<file path="config.mk">
export PLATFORM = sky130hd
export DESIGN_NAME = vid_decode_redirector
export DESIGN_NICKNAME = d
export VERILOG_FILES = /design/src/rtl/vid_redir_pkg.sv /design/src/rtl/vid_tuple_table.sv /design/src/rtl/vid_ident_state.sv /design/src/rtl/vid_grant_gate.sv /design/src/rtl/vid_decode_redirector.sv
export SDC_FILE = /design/constraint.sdc
export NUM_CORES = 1
export LEC_CHECK = 0
export BUFFER_PORTS_ARGS = -buffer_cell sky130_fd_sc_hd__buf_2
export CAP_MARGIN = 10
export CORE_MARGIN = 3
export CORE_UTILIZATION = 29
export DETAILED_ROUTE_END_ITERATION = 7
export PLACE_DENSITY = 0.8
export SLEW_MARGIN = 20
export SYNTH_ARGS = -nofsm -noshare
export SYNTH_HDL_FRONTEND = slang
export SYNTH_SLANG_ARGS = --single-unit
</file>
<file path="constraint.sdc">
create_clock -name clk -period 1.2 [get_ports clk]
set_input_delay 0.24 -clock clk [delete_from_list [all_inputs] [get_ports clk]]
set_output_delay 0.24 -clock clk [all_outputs]
set_load 0.02 [all_outputs]
</file>
<file path="src/rtl/vid_redir_pkg.sv">
package vid_redir_pkg;
    localparam int ID_W  = 32;
    localparam int OPC_W = 7;

    typedef logic [ID_W-1:0] id_word_t;

    typedef struct packed {
        id_word_t vendor;
        id_word_t arch;
    } id_tuple_t;

    // Entry k of the supported-identity table
    function automatic id_tuple_t tuple_at(id_word_t vbase, id_word_t abase, int k);
        id_tuple_t t;
        t.vendor = vbase + id_word_t'(k);
        t.arch   = abase + (id_word_t'(k) << 8);
        return t;
    endfunction
endpackage

</file>
<file path="src/rtl/vid_tuple_table.sv">
module vid_tuple_table
    import vid_redir_pkg::*;
#(
    parameter int       NUM_TUPLES  = 4,
    parameter int       IDX_W       = 2,
    parameter id_word_t VENDOR_BASE = 32'h0000_0A00,
    parameter id_word_t ARCH_BASE   = 32'h8000_0001
) (
    input  id_tuple_t        probe,
    input  logic [IDX_W-1:0] sel_idx,
    output logic             probe_hit,
    output logic [IDX_W-1:0] probe_idx,
    output id_tuple_t        sel_tuple
);
    id_tuple_t              entry [NUM_TUPLES];
    logic [NUM_TUPLES-1:0]  hit_vec;

    for (genvar k = 0; k < NUM_TUPLES; k++) begin : g_entry
        assign entry[k]   = tuple_at(VENDOR_BASE, ARCH_BASE, k);
        assign hit_vec[k] = (probe == entry[k]);
    end

    // Entries are distinct, so at most one hit bit is set
    always_comb begin
        probe_hit = |hit_vec;
        probe_idx = '0;
        for (int k = 0; k < NUM_TUPLES; k++) begin
            if (hit_vec[k]) probe_idx = probe_idx | IDX_W'(k);
        end
    end

    always_comb begin
        sel_tuple = entry[0];
        for (int k = 0; k < NUM_TUPLES; k++) begin
            if (sel_idx == IDX_W'(k)) sel_tuple = entry[k];
        end
    end
endmodule

</file>
<file path="src/rtl/vid_ident_state.sv">
module vid_ident_state #(
    parameter int NUM_TUPLES    = 4,
    parameter int NUM_ENGINES   = 4,
    parameter int STALL_CYCLES  = 3,
    parameter bit WARL_WRITABLE = 1'b1,
    parameter int IDX_W         = 2
) (
    input  logic                   clk,
    input  logic                   rst_n,
    input  logic                   wr_en,
    input  logic                   wr_hit,
    input  logic [IDX_W-1:0]       wr_idx,
    output logic [IDX_W-1:0]       active_idx,
    output logic [NUM_ENGINES-1:0] eng_enable,
    output logic                   stall_req
);
    localparam int CNT_W = (STALL_CYCLES > 0) ? $clog2(STALL_CYCLES + 1) : 1;

    typedef struct packed {
        logic [IDX_W-1:0]       idx;
        logic [NUM_ENGINES-1:0] en;
        logic [CNT_W-1:0]       cnt;
    } state_t;

    function automatic logic [NUM_ENGINES-1:0] engine_onehot(logic [IDX_W-1:0] idx);
        logic [NUM_ENGINES-1:0] oh;
        for (int e = 0; e < NUM_ENGINES; e++) begin
            oh[e] = ((int'(idx) % NUM_ENGINES) == e);
        end
        return oh;
    endfunction

    state_t st_d, st_q;
    logic   accept;

    if (WARL_WRITABLE) begin : g_warl
        assign accept = wr_en & wr_hit;
    end else begin : g_fixed
        assign accept = wr_en & wr_hit & 1'b0;
    end

    always_comb begin
        st_d = st_q;
        if (accept) begin
            st_d.idx = wr_idx;
            st_d.en  = engine_onehot(wr_idx);
            st_d.cnt = CNT_W'(STALL_CYCLES);
        end else if (st_q.cnt != '0) begin
            st_d.cnt = st_q.cnt - 1'b1;
        end
    end

    always_ff @(posedge clk or negedge rst_n) begin
        if (!rst_n) begin
            st_q.idx <= '0;
            st_q.en  <= engine_onehot('0);
            st_q.cnt <= '0;
        end else begin
            st_q <= st_d;
        end
    end

    assign active_idx = st_q.idx;
    assign eng_enable = st_q.en;
    assign stall_req  = (st_q.cnt != '0);
endmodule

</file>
<file path="src/rtl/vid_grant_gate.sv">
module vid_grant_gate #(
    parameter int              NUM_ENGINES   = 4,
    parameter int              OPC_W         = 7,
    parameter logic [OPC_W-1:0] WINDOW_OPCODE = 7'h0B
) (
    input  logic                   insn_valid,
    input  logic [OPC_W-1:0]       insn_opc,
    input  logic [NUM_ENGINES-1:0] eng_match,
    input  logic [NUM_ENGINES-1:0] eng_enable,
    output logic [NUM_ENGINES-1:0] eng_grant,
    output logic                   insn_illegal
);
    logic in_window;
    assign in_window = insn_valid && (insn_opc == WINDOW_OPCODE);

    // One AND per engine: the redirection costs a single gate level
    for (genvar e = 0; e < NUM_ENGINES; e++) begin : g_and
        assign eng_grant[e] = in_window & eng_match[e] & eng_enable[e];
    end

    assign insn_illegal = in_window & ~(|eng_grant);
endmodule

</file>
<file path="src/rtl/vid_decode_redirector.sv">
module vid_decode_redirector
    import vid_redir_pkg::*;
#(
    parameter int               NUM_ENGINES   = 4,
    parameter int               NUM_TUPLES    = 4,
    parameter int               STALL_CYCLES  = 3,
    parameter bit               WARL_WRITABLE = 1'b1,
    parameter logic [31:0]      VENDOR_BASE   = 32'h0000_0A00,
    parameter logic [31:0]      ARCH_BASE     = 32'h8000_0001,
    parameter logic [6:0]       WINDOW_OPCODE = 7'h0B
) (
    input  logic                   clk,
    input  logic                   rst_n,
    input  logic                   id_wr_en,
    input  logic [31:0]            id_wr_vendor,
    input  logic [31:0]            id_wr_arch,
    output logic [31:0]            id_rd_vendor,
    output logic [31:0]            id_rd_arch,
    input  logic                   insn_valid,
    input  logic [31:0]            insn,
    input  logic [NUM_ENGINES-1:0] eng_match,
    output logic [NUM_ENGINES-1:0] eng_grant,
    output logic                   insn_illegal,
    output logic                   stall_req
);
    localparam int IDX_W = (NUM_TUPLES > 1) ? $clog2(NUM_TUPLES) : 1;

    id_tuple_t              wr_tuple, rd_tuple;
    logic                   wr_hit;
    logic [IDX_W-1:0]       wr_idx, active_idx;
    logic [NUM_ENGINES-1:0] eng_enable;
    logic                   unused_insn_hi;

    assign wr_tuple.vendor = id_wr_vendor;
    assign wr_tuple.arch   = id_wr_arch;
    assign unused_insn_hi  = ^insn[ID_W-1:OPC_W];

    vid_tuple_table #(
        .NUM_TUPLES (NUM_TUPLES),
        .IDX_W      (IDX_W),
        .VENDOR_BASE(VENDOR_BASE),
        .ARCH_BASE  (ARCH_BASE)
    ) u_table (
        .probe    (wr_tuple),
        .sel_idx  (active_idx),
        .probe_hit(wr_hit),
        .probe_idx(wr_idx),
        .sel_tuple(rd_tuple)
    );

    vid_ident_state #(
        .NUM_TUPLES   (NUM_TUPLES),
        .NUM_ENGINES  (NUM_ENGINES),
        .STALL_CYCLES (STALL_CYCLES),
        .WARL_WRITABLE(WARL_WRITABLE),
        .IDX_W        (IDX_W)
    ) u_state (
        .clk       (clk),
        .rst_n     (rst_n),
        .wr_en     (id_wr_en),
        .wr_hit    (wr_hit),
        .wr_idx    (wr_idx),
        .active_idx(active_idx),
        .eng_enable(eng_enable),
        .stall_req (stall_req)
    );

    vid_grant_gate #(
        .NUM_ENGINES  (NUM_ENGINES),
        .OPC_W        (OPC_W),
        .WINDOW_OPCODE(WINDOW_OPCODE)
    ) u_gate (
        .insn_valid  (insn_valid),
        .insn_opc    (insn[OPC_W-1:0]),
        .eng_match   (eng_match),
        .eng_enable  (eng_enable),
        .eng_grant   (eng_grant),
        .insn_illegal(insn_illegal)
    );

    assign id_rd_vendor = rd_tuple.vendor;
    assign id_rd_arch   = rd_tuple.arch;
endmodule

</file>
# Word-level counts from Yosys, hierarchy flattened
# Cells that the tools add are included.
[classes] n_addsub=1 mul=0 n_div=0 order_cmp=0 eq_ne=11 shifts=0 mux=8 bitwise_logic=11 n_reduce_logical=6
[op_table] cell="64-bit by 44-bit == test with 1-bit output (second input constant)" n=4
[op_table] cell="34-bit two-way mux" n=2
[op_table] cell="33-bit two-way mux" n=1
[op_table] cell="32-bit logical NOT" n=1
[op_table] cell="1-bit bitwise AND" n=10
[op_table] cell="2-bit == test (second input constant)" n=4
[op_table] cell="2-bit two-way mux" n=4
[op_table] cell="4-bit OR reduction" n=2
[op_table] cell="7-bit by 4-bit == test with 1-bit output (second input constant)" n=1
[op_table] cell="2-bit by 1-bit == test with 1-bit output (second input constant)" n=2
[op_table] cell="2-bit nonzero test" n=2
[op_table] cell="2-bit by 1-bit subtractor with 2-bit output (second input constant)" n=1
[op_table] cell="1-bit logical AND" n=1
[op_table] cell="1-bit two-way mux" n=1
[op_table] cell="1-bit inverter" n=1
[totals] regBits=8 latch_bits=0 mem_bits_rw=0 mem_bits_ro=0 input_bits=104 mem_count=0

# Depth between registers and ports, before layout
[logic_depth] ltp_word=7 depth_mapped=5

# By module
# Synthesis repeated with hierarchy kept, for this count alone.
[hier_totals] cells_unflattened=144 hier_area_um2=1189.9
[modules_own_cells] mod="vid_tuple_table" n_inst=1 cells_each=97 area_per_inst_um2=699.4
[modules_own_cells] mod="vid_ident_state" n_inst=1 cells_each=34 area_per_inst_um2=421.7
[modules_own_cells] mod="vid_grant_gate" n_inst=1 cells_each=13 area_per_inst_um2=68.8

# Worst setup path after synthesis
# Ideal clock, no wire load.
[synth_path] kind="input to register" start="in id_wr_arch[2]" end="reg u_state.st_q, in the netlist u_state.eng_enable[1]" setup_time_ps=128 arrival_ps=1590 required_time_ps=1072 path_slack_ps=-517 cell_stages=5 cell_sequence="nor4_2 nand4_2 nor4_4 nand4_4 mux2_1"
[synth_via] elab_chain_len=5 word_cells_on_any_way=10
[synth_rtl] element="from (decl)" line_no="vid_decode_redirector.sv:16" rtl="input logic [31:0] id_wr_arch,"
[synth_rtl] element="64-bit by 44-bit == test with 1-bit output" line_no="vid_tuple_table.sv:20" rtl="assign hit_vec[k] = (probe == entry[k]);"
[synth_rtl] element="1-bit two-way mux" line_no="vid_tuple_table.sv:28" rtl="if (hit_vec[k]) probe_idx = probe_idx | IDX_W'(k);"
[synth_rtl] element="2-bit two-way mux (2 in a row)" line_no="vid_tuple_table.sv:28"
[synth_rtl] element="2-bit == test" line_no="vid_ident_state.sv:28" rtl="oh[e] = ((int'(idx) % NUM_ENGINES) == e);"
[synth_rtl] element="to (signal assigned)" line_no="vid_ident_state.sv:59" rtl="st_q <= st_d;"
[synth_rtl] element="to (decl)" line_no="vid_ident_state.sv:33" rtl="state_t st_d, st_q;"
# Several ways; a longest one is shown, not always the timed one.
# A chain may end at the register's enable or synchronous reset.

# Final worst setup path
[layout_path] start="in id_wr_vendor[13]" end="reg u_state.st_q, in the netlist u_state.eng_enable[1]"
[layout_via] elab_chain_len=5 word_cells_on_any_way=10
[layout_rtl] element="from (decl)" line_no="vid_decode_redirector.sv:15" rtl="input logic [31:0] id_wr_vendor,"
[layout_rtl] element="64-bit by 44-bit == test with 1-bit output" line_no="vid_tuple_table.sv:20"
[layout_rtl] element="1-bit two-way mux" line_no="vid_tuple_table.sv:28"
[layout_rtl] element="2-bit two-way mux (2 in a row)" line_no="vid_tuple_table.sv:28"
[layout_rtl] element="2-bit == test" line_no="vid_ident_state.sv:28"
# Several ways; a longest one is shown, not always the timed one.

==> results.sh <==
export IMPL_cts_max_path_buffers=2
export IMPL_ant_nets=0
export IMPL_final_nets=349
export IMPL_yosys_top_cells_count="62 x buf_4, 9 x nand2_1, 9 x nor2_1, 9 x nor4_1, 7 x dfrtp_1"
export IMPL_critical_path_required_ns=1.31
export IMPL_syn_area_um2=1140
export IMPL_cp_start_kind="input port"
export IMPL_worst_slack_ns=-0.382
export IMPL_io_pins=174
export IMPL_cts_tree="yes"
export IMPL_diodes=0
export IMPL_avgSynthCellArea_um2=8.31
export IMPL_routed_wirelength_um=3090
export IMPL_fin_crit_ns=1.58
export IMPL_worstPathArrival_ns=1.69
export IMPL_grt_antenna_before_repair=0
export IMPL_clockRootBuffer="clkbuf_8"
export IMPL_stdcell_count=291
export IMPL_dp_cells=279
export IMPL_synth_seq_area_share_pct=17.7
export IMPL_setup_violations_final=14
export IMPL_insertion_delay_ns=0.23
export IMPL_die_h_um=68.7
export IMPL_dp_hpwl_um=2690
export IMPL_detail_route_iter0_violations=8
export IMPL_htreeDepth=1
export IMPL_fmax_mhz=632
export IMPL_synth_edf_count=0
export IMPL_criticalPathCategory="in2reg"
export IMPL_yosysWarningCount=0
export IMPL_maxCapViolCount=0
export IMPL_finalHoldViolations=0
export IMPL_regArea_um2=201
export IMPL_hp_class="in2async"
export IMPL_grt_pass1_wl_um=4230
export IMPL_n_fill_cell=366
export IMPL_rsz0062_at_grt="true"
export IMPL_first_global_vias=1066
export IMPL_p_leak_nw=1.00
export IMPL_synth_ff_type="dfrtp_1"
export IMPL_crit_fanout=5
export IMPL_hold_ws_ns=0.406
export IMPL_syn_to_final_growth_pct=60.2
export IMPL_skew_ns=0.000182
export IMPL_synth_seq_cells=8
export IMPL_drc=0
export IMPL_grt_ovfl_total=0
export IMPL_routabilityCongestion=0.719
export IMPL_power_density_nw_per_um2=554
export IMPL_grt_max_degree=9
export IMPL_synth_most_common_cell="buf_4"
export IMPL_vias=1122
export IMPL_firstDrtPassIters=2
export IMPL_finalCritPeriodShare_pct=132
export IMPL_status="complete, but fails checks"
export IMPL_die_x_um=68.7
export IMPL_synth_area_leaders="buf_4 41%, dfrtp_1 15%, nor4_1 4.9%"
export IMPL_via_per_inst=3.86
export IMPL_row_count=22
export IMPL_wl_per_cell_um=10.6
export IMPL_violations="setup timing"
export IMPL_fin_util_pct=49.1
export IMPL_ys_types=31
export IMPL_track_usage_pct=11.7
export IMPL_clk_pin_slew_ns=0.04
export IMPL_async_flop_share_pct=100
export IMPL_yosysTopAreaCellShare_pct=40.9
export IMPL_yosys_area_top_type="buf_4"
export IMPL_vdd_drop_max_v=0.000236
export IMPL_drive_gt1_share_pct=56.8
export IMPL_numCtsBuffers=3
export IMPL_design_die_area_um2=4710
export IMPL_port_buffers=88
export IMPL_multi_input_area_um2=811
export IMPL_initial_core_util_pct=30.6
export IMPL_clock_sinks=8
export IMPL_syn_inst=137
export IMPL_cp_end_kind="register"
export IMPL_r2r_cells=6
export IMPL_drv_slew=0
export IMPL_fp_coreArea_um2=3720
## cell type report
type                       count  share of cell area [%]
clock buffer                   4                    2.47
inverter                       5                    1.03
multi-input combinational    118                    44.4
sequential                     8                    11.0
tap                           48                    3.29
timing repair buffer         108                    37.7
## sequential cells by signal, indices dropped and copies added (netlist names)
register / cells
u_state.active_idx: 2
u_state.eng_enable: 4
u_state.st_q: 2
## what timing repair did
action,4_1_cts,5_1_grt
endpoints found under the setup margin,14,14
setup buffers,4,3
hold buffers,1,0
endpoints found under the hold margin,7,0
pin swaps,12,10
resized for setup,25,7
## where the power goes
part / internal [mW] / total [mW] / switching, mW
Clock: 0.230 / 0.335 / 0.105
Sequential: 0.271 / 0.271 / 0
Combinational: 0.148 / 0.405 / 0.257
Total: 0.649 / 1.01 / 0.362
## worst paths after layout
check | start | slack [ns] | end
worst max-delay path | id_wr_vendor[13] | -0.38 | u_state.eng_enable[1]
worst min-delay path | rst_n | 0.41 | u_state.st_q[1]
worst max register to register | u_state.st_q[0] | 0 | u_state.st_q[1]
worst min register to register | u_state.eng_enable[3] | 0.50 | u_state.eng_enable[3]
max in group asynchronous | rst_n | 0.56 | u_state.eng_enable[0]
min in group clk | id_wr_arch[8] | 0.45 | u_state.active_idx[0]
## cell usage in the layout (no fill, tap or decap), drive strengths merged, types with 2 or more instances in the layout
master    n
buf     107
conb     60
nor4     11
nand2     9
nor2      9
dfrtp     7
nand4     7
inv       5
nor4b     5
clkbuf    4
mux2      3
nor2b     2
xnor2     2
## critical path: stages
cell	delay (ns)
buf_2	0.10
nor4b_2	0.28
nand4_2	0.18
nor4_4	0.37
nand4_4	0.18
mux2_4	0.33
## per-layer routing
layer | GRT usage (%) | wire length (µm)
met2 | 24.9 | 1800
met3 | 1.46 | 333
met1 | 10.9 | 927
met4 | 4.47 | 27
met5 | 0 | 0
## cells by family after synthesis
family / Yosys count / share of synthesized area, %
and+or+nand+nor: 46 / 28.3
adders and majority gates: 1 / 1.10
xor gates and xnor gates: 3 / 2.31
muxes: 4 / 3.85
DFF: 8 / 17.7
AOI/OAI and AO/OA: 4 / 2.86
other: 2 / 0.660
buffers and inverters: 69 / 43.2
## through the flow
step	setup WS, ns	instance area, µm²	TNS, ns	power (mW)
final	-0.382	1820	-3.16	1.01
after global routing	-0.499	1820	-4.51	1.07
after CTS	-0.364	1770	-3.12	1.01
after detailed placement	-0.621	1580	-5.41	0.650
after global placement	-0.603	1580	-5.15	0.644
after floorplan	-0.485	1460	-4.00	0.628
No activity file was read; power rests on OpenSTA's default activity.
